**config.mk**
```make
export PLATFORM = sky130hd
export DESIGN_NAME = link_seq_replay
export DESIGN_NICKNAME = d
export VERILOG_FILES = /design/src/rtl/link_seq_replay.sv
export SDC_FILE = /design/constraint.sdc
export NUM_CORES = 1
export LEC_CHECK = 0
export ABC_CLOCK_PERIOD_IN_PS = 8700
export BUFFER_PORTS_ARGS = -buffer_cell sky130_fd_sc_hd__buf_4
export CORE_MARGIN = 1.5
export CORE_UTILIZATION = 56
export CTS_CLUSTER_SIZE = 8
export DETAILED_ROUTE_END_ITERATION = 7
export PLACE_DENSITY_LB_ADDON = 0.08
export SLEW_MARGIN = 20
export SYNTH_ARGS = -nofsm -noshare
export SYNTH_HDL_FRONTEND = slang
export SYNTH_SLANG_ARGS = --single-unit
```
**constraint.sdc**
```tcl
create_clock -name clk -period 8.7 [get_ports clk]
set_input_delay 0.435 -clock clk [delete_from_list [all_inputs] [get_ports clk]]
set_output_delay 0.435 -clock clk [all_outputs]
set_load 0.05 [all_outputs]
```
**src/rtl/link_seq_replay.sv**
```systemverilog
module link_seq_replay #(
  parameter int SW    = 12,
  parameter int DW    = 32,
  parameter int DEPTH = 8
) (
  input  logic          clk,
  input  logic          rst_n,
  input  logic          up_valid,
  input  logic [DW-1:0] up_data,
  output logic          up_ready,
  output logic          tx_valid,
  output logic [SW-1:0] tx_seq,
  output logic [DW-1:0] tx_data,
  input  logic          ack_valid,
  input  logic [SW-1:0] ack_seq,
  input  logic          nak_valid,
  input  logic [SW-1:0] nak_seq,
  input  logic          rx_valid,
  input  logic [SW-1:0] rx_seq,
  input  logic [DW-1:0] rx_data,
  input  logic          rx_good,
  output logic          fwd_valid,
  output logic [SW-1:0] fwd_seq,
  output logic [DW-1:0] fwd_data,
  output logic          rsp_ack,
  output logic          rsp_nak,
  output logic [SW-1:0] rsp_seq
);
  localparam int IW = $clog2(DEPTH);
  localparam logic [SW-1:0] ONE  = SW'(1);
  localparam logic [SW-1:0] FULL = SW'(DEPTH);
  localparam logic [SW-1:0] HALF = SW'(1) << (SW - 1);

  logic [DW-1:0] mem [DEPTH];
  logic [SW-1:0] head, nxt, rp, expd;

  wire [SW-1:0] cnt      = nxt - head;
  wire          rpl      = rp != nxt;
  wire [SW-1:0] ack_head = ack_seq + ONE;
  wire [SW-1:0] nak_head = nak_seq + ONE;
  wire [SW-1:0] ack_d    = ack_head - head;
  wire [SW-1:0] nak_d    = nak_head - head;
  wire          ack_ok   = ack_valid && ack_d <= cnt;
  wire          nak_ok   = nak_valid && nak_d <= cnt;
  wire          ack_jump = ack_ok && ack_d > (rp - head);
  wire          accept   = up_valid && up_ready;

  assign up_ready = !rpl && !nak_valid && cnt < FULL;

  always_ff @(posedge clk)
    if (accept) mem[nxt[IW-1:0]] <= up_data;

  always_ff @(posedge clk) begin
    if (!rst_n) begin
      head     <= '0;
      nxt      <= '0;
      rp       <= '0;
      tx_valid <= 1'b0;
      tx_seq   <= '0;
      tx_data  <= '0;
    end else begin
      tx_valid <= 1'b0;
      if (nak_ok) begin
        head <= nak_head;
        rp   <= nak_head;
      end else begin
        if (ack_ok) head <= ack_head;
        if (ack_jump) begin
          rp <= ack_head;
        end else if (rpl) begin
          tx_valid <= 1'b1;
          tx_seq   <= rp;
          tx_data  <= mem[rp[IW-1:0]];
          rp       <= rp + ONE;
        end else if (accept) begin
          tx_valid <= 1'b1;
          tx_seq   <= nxt;
          tx_data  <= up_data;
          nxt      <= nxt + ONE;
          rp       <= rp + ONE;
        end
      end
    end
  end

  wire [SW-1:0] last   = expd - ONE;
  wire [SW-1:0] behind = expd - rx_seq;

  always_ff @(posedge clk) begin
    if (!rst_n) begin
      expd      <= '0;
      fwd_valid <= 1'b0;
      fwd_seq   <= '0;
      fwd_data  <= '0;
      rsp_ack   <= 1'b0;
      rsp_nak   <= 1'b0;
      rsp_seq   <= '0;
    end else begin
      fwd_valid <= 1'b0;
      rsp_ack   <= 1'b0;
      rsp_nak   <= 1'b0;
      if (rx_valid) begin
        if (!rx_good) begin
          rsp_nak <= 1'b1;
          rsp_seq <= last;
        end else if (rx_seq == expd) begin
          fwd_valid <= 1'b1;
          fwd_seq   <= rx_seq;
          fwd_data  <= rx_data;
          rsp_ack   <= 1'b1;
          rsp_seq   <= rx_seq;
          expd      <= expd + ONE;
        end else if (behind <= HALF) begin
          rsp_ack <= 1'b1;
          rsp_seq <= last;
        end else begin
          rsp_nak <= 1'b1;
          rsp_seq <= last;
        end
      end
    end
  end
endmodule

```
==> results.yml <==
clock_network:
  cts_repair_resize_count: 0
  clk_pin_slew_ps: 60
  numClockSinks: 408
  root_buffer: "sky130_fd_sc_hd__clkbuf_16"
  buffer_count_from_post_cts_setup_fixing: 0
  tritoncts_clock_tree: "yes"
  worstSkewPairLatency_ps: 610
  cts_made_buffers: 57
  postCtsHoldBufs: 0
  ctsHtreeMaxLevel: 2
  clock_path_buffers: 3
setup_path:
  timing.critical_path.from_type: "flip-flop"
  timing.critical_path.to_type: "flip-flop"
  r2r_slack_ps: 2450
  worst-path-buf-inv: 2
  critical-path-slowest-cell: "sky130_fd_sc_hd__o21ai_4"
  crit_fanout: 69
  timing.rr.start: "rp[1]$_SDFFE_PN0P_"
  required_ps: 9210
  worst_path_dominant_cell_family: "compound AO/OA/AOI/OAI gates"
  rr_endpoint: "tx_seq[4]$_SDFFE_PN0P_"
  rr_worst_depth: 20
  crit_type: "flip-flop to flip-flop"
  crit_arrival_ps: 6750
  cp_slowest_stage_delay_ps: 890
  timing.critical_path.cells: "buf_4 > ha_1 > nor2b_1 > o21ai_0 > a21oi_1 > o21ai_0 > a21oi_1 > and4_1 > o31ai_1 > xnor2_1 > ha_1 > and4_1 > nand4_1 > a21o_1 > a31oi_1 > a21oi_4 > nand2_1 > o21ai_4 > buf_4 > mux2i_1"
floorplanning:
  chipWidth_um: 193
  core_area_sq_um: 35600
  design.die.area_sq_um: 37300
  num_rows: 69
  chipHeight_um: 193
  ioPinCount: 212
  starting_density_of_the_core_pct: 56.9
placed_design:
  detailed_place_hpwl_um: 34800
  place.detailed.instances: 2347
  buffer_ports.inserted: 211
  placement.cell_area_sq_um: 22300
  gp_congestion: 0.921
timing:
  setup_repair_after_global_routing_missed_its_margin: "no"
  hold_viol: 0
  timing.clock.skew_ps: 37.7
  fin_crit_ps: 6250
  final_critical_path_share_of_the_clock_period_pct: 71.8
  tightest_slew_ps: 1030
  setup_viol_count_final: 0
  timing.setup.tns_ps: 0
  slew_violations: 0
  timing.max_slew.rel_slack_pct: 31.1
  clock.fmax_mhz: 160
  fin_worst_hold_slack_ps: 69.2
synthesis:
  synth_fp_nets: 1951
  synth-edff-count: 256
  synth-async-reset-ratio_pct: 0
  total_standard_cell_area_after_synthesis_sq_um: 20200
  synthesis.instances: 1744
  post-synth-top-area-cell: "sky130_fd_sc_hd__edfxtp_1"
  synth-seq-area-share_pct: 53.0
  synthesis.yosys.warnings: 0
  netlist_top_cells_area: "sky130_fd_sc_hd__edfxtp_1, sky130_fd_sc_hd__dfxtp_1, sky130_fd_sc_hd__mux4_2"
  ys_seq_elements: 408
  yosys_most_used_dff: "sky130_fd_sc_hd__edfxtp_1"
  synth_top_area_share_pct: 38.0
  netlist-cell-type-count: 70
  synthesis.area_per_instance_sq_um: 11.6
drt:
  routed_length_per_placed_instance_um: 22.0
  post-route-drc-count: 0
  finalWirelength_um: 54000
  avgViaCountPerCell: 6.08
  drtAntennaViolNets: 0
  first_iter_violations: 991
  detail_route.first_pass.iterations: 6
  detailroute.via_count: 14900
power:
  max-vdd-ir-drop_uv: 322
  power.internal_w: 0.00483
  pwr-share-comb_pct: 45.4
  power.share.clock_pct: 25.8
  proportion_of_total_power_due_to_net_switching_pct: 39.4
  leakage_nw: 9.07
  power.density_nw_per_um2: 332
  seq_power_share_pct: 28.8
  power_switching_w: 0.00314
run:
  cap_violations: 0
worst_hold_path:
  timing.hold.worst.start: "up_data[8]"
  worst_hold_path_type: "input pin to flip-flop"
  min_to: "mem[4][8]$_DFFE_PP_"
  depth_of_the_worst_hold_timing_path: 1
final_layout:
  layout.cells.most_common: "sky130_fd_sc_hd__edfxtp_1"
  multi_input_gate_area_in_the_final_layout_sq_um: 8990
  layout_common_cells: "sky130_fd_sc_hd__edfxtp_1, sky130_fd_sc_hd__buf_4, sky130_fd_sc_hd__nand2_1"
  post_route_cells_drive_above_1_share_pct: 19.6
  fillCellCount: 2685
  regArea_sq_um: 10700
  finish.net_count: 2153
  area.growth.synth_to_final_pct: 18.5
  layout.cells.non_filler: 2451
  final_design_area_no_fill_sq_um: 24000
grt:
  grt.total_usage_pct: 28.7
  maximum_number_of_pins_on_one_net_before_global_route_repair: 70
  antenna_found_initial: 2
  global_route.overflow_total: 0
  via_count_of_the_first_global_routing_pass: 14500
  grt_first_pass_wirelength_um: 81100
outcome:
  result_of_the_run: "finished clean"
==> cell type report <==
class / instances / area share (%)
diodes: 2 / 0.0209
clock buffers: 98 / 6.76
clock inverters: 3 / 0.229
inverters: 56 / 0.881
multi-input cells: 1187 / 37.5
flip-flops and latches: 408 / 44.8
well taps: 461 / 2.40
repair buffers: 236 / 7.47
==> metal layers <==
layer	track usage, %	wire length (um)
met5	0	0
met3	4.71	3380
met2	47.6	26500
met4	11.4	1700
met1	38.0	22500
==> logic make-up after synthesis <==
kind of cell    count (synthesis)  synth area share, %
simple gates                  536                 12.3
fa+ha+maj                     100                 6.33
xor+xnor                       98                 4.28
compound gates                315                 10.3
flops                         408                 53.0
mux                           138                 10.8
buf+inv                       149                 2.98
==> cell usage after synthesis, drive strengths merged, types with 9 or more instances <==
master  count
o31ai      10
nand4      22
clkbuf     70
ha         96
mux4       64
o21ai      30
xor2       47
a41oi      32
nor3       27
o211ai      9
inv        56
nor4       20
nand3      36
xnor2      51
or3        10
o21a       16
dfxtp     152
nand2     225
a21oi     114
edfxtp    256
o22ai      34
nand2b     22
and3       16
nor2      116
and4       10
mux2i      72
buf        23
nor2b       9
==> per-stage QoR <==
stage	worst slack (ps)	util [%]	total power, W
finish	2450	67.5	0.00798
global route	2030	67.5	0.00842
CTS	2540	67.4	0.00796
detailed placement	2510	62.6	0.00589
global placement	2650	62.6	0.00579
floorplan	715	-	0.00496
==> worst max-delay path by stage <==
stage | cells past startpoint | from | endpoint | slack [ps]
floorplan | 12 | nxt[0]$_SDFFE_PN0P_ | mem[0][0]$_DFFE_PP_ | 720
global placement | 22 | ack_seq[0] | tx_seq[7]$_SDFFE_PN0P_ | 2650
detailed placement | 23 | ack_seq[0] | tx_seq[3]$_SDFFE_PN0P_ | 2510
CTS | 20 | rp[1]$_SDFFE_PN0P_ | tx_seq[4]$_SDFFE_PN0P_ | 2540
global route | 20 | rp[1]$_SDFFE_PN0P_ | tx_seq[3]$_SDFFE_PN0P_ | 2030
finish | 20 | rp[1]$_SDFFE_PN0P_ | tx_seq[4]$_SDFFE_PN0P_ | 2450
==> flip-flops by register name, summed over array words and instances (netlist names) <==
name       flops
expd          12
fwd_data      32
fwd_seq       12
fwd_valid      1
head          12
mem          256
nxt           12
rp            12
rsp_ack        1
rsp_nak        1
rsp_seq       12
tx_data       32
tx_seq        12
tx_valid       1
==> worst reg2reg max path: stages, from the launching register on <==
cell and delay, ps:
sky130_fd_sc_hd__dfxtp_2 330, sky130_fd_sc_hd__buf_4 780, sky130_fd_sc_hd__ha_1 390, sky130_fd_sc_hd__nor2b_1 130
sky130_fd_sc_hd__o21ai_0 200, sky130_fd_sc_hd__a21oi_1 110, sky130_fd_sc_hd__o21ai_0 240, sky130_fd_sc_hd__a21oi_1 130
sky130_fd_sc_hd__and4_1 240, sky130_fd_sc_hd__o31ai_1 290, sky130_fd_sc_hd__xnor2_1 160, sky130_fd_sc_hd__ha_1 260
sky130_fd_sc_hd__and4_1 210, sky130_fd_sc_hd__nand4_1 120, sky130_fd_sc_hd__a21o_1 120, sky130_fd_sc_hd__a31oi_1 320
sky130_fd_sc_hd__a21oi_4 310, sky130_fd_sc_hd__nand2_1 230, sky130_fd_sc_hd__o21ai_4 890, sky130_fd_sc_hd__buf_4 460
sky130_fd_sc_hd__mux2i_1 230
==> power groups by stage <==
stage / combinational [W] / clock [W] / sequential (W)
CTS: 0.00358 / 0.00209 / 0.00229
detailed placement: 0.00356 / 0 / 0.00233
global placement: 0.00346 / 0 / 0.00233
finish: 0.00362 / 0.00206 / 0.00229
global route: 0.00395 / 0.00217 / 0.00230
floorplan: 0.00247 / 0 / 0.00249
Power figures use the tool's default switching activity.
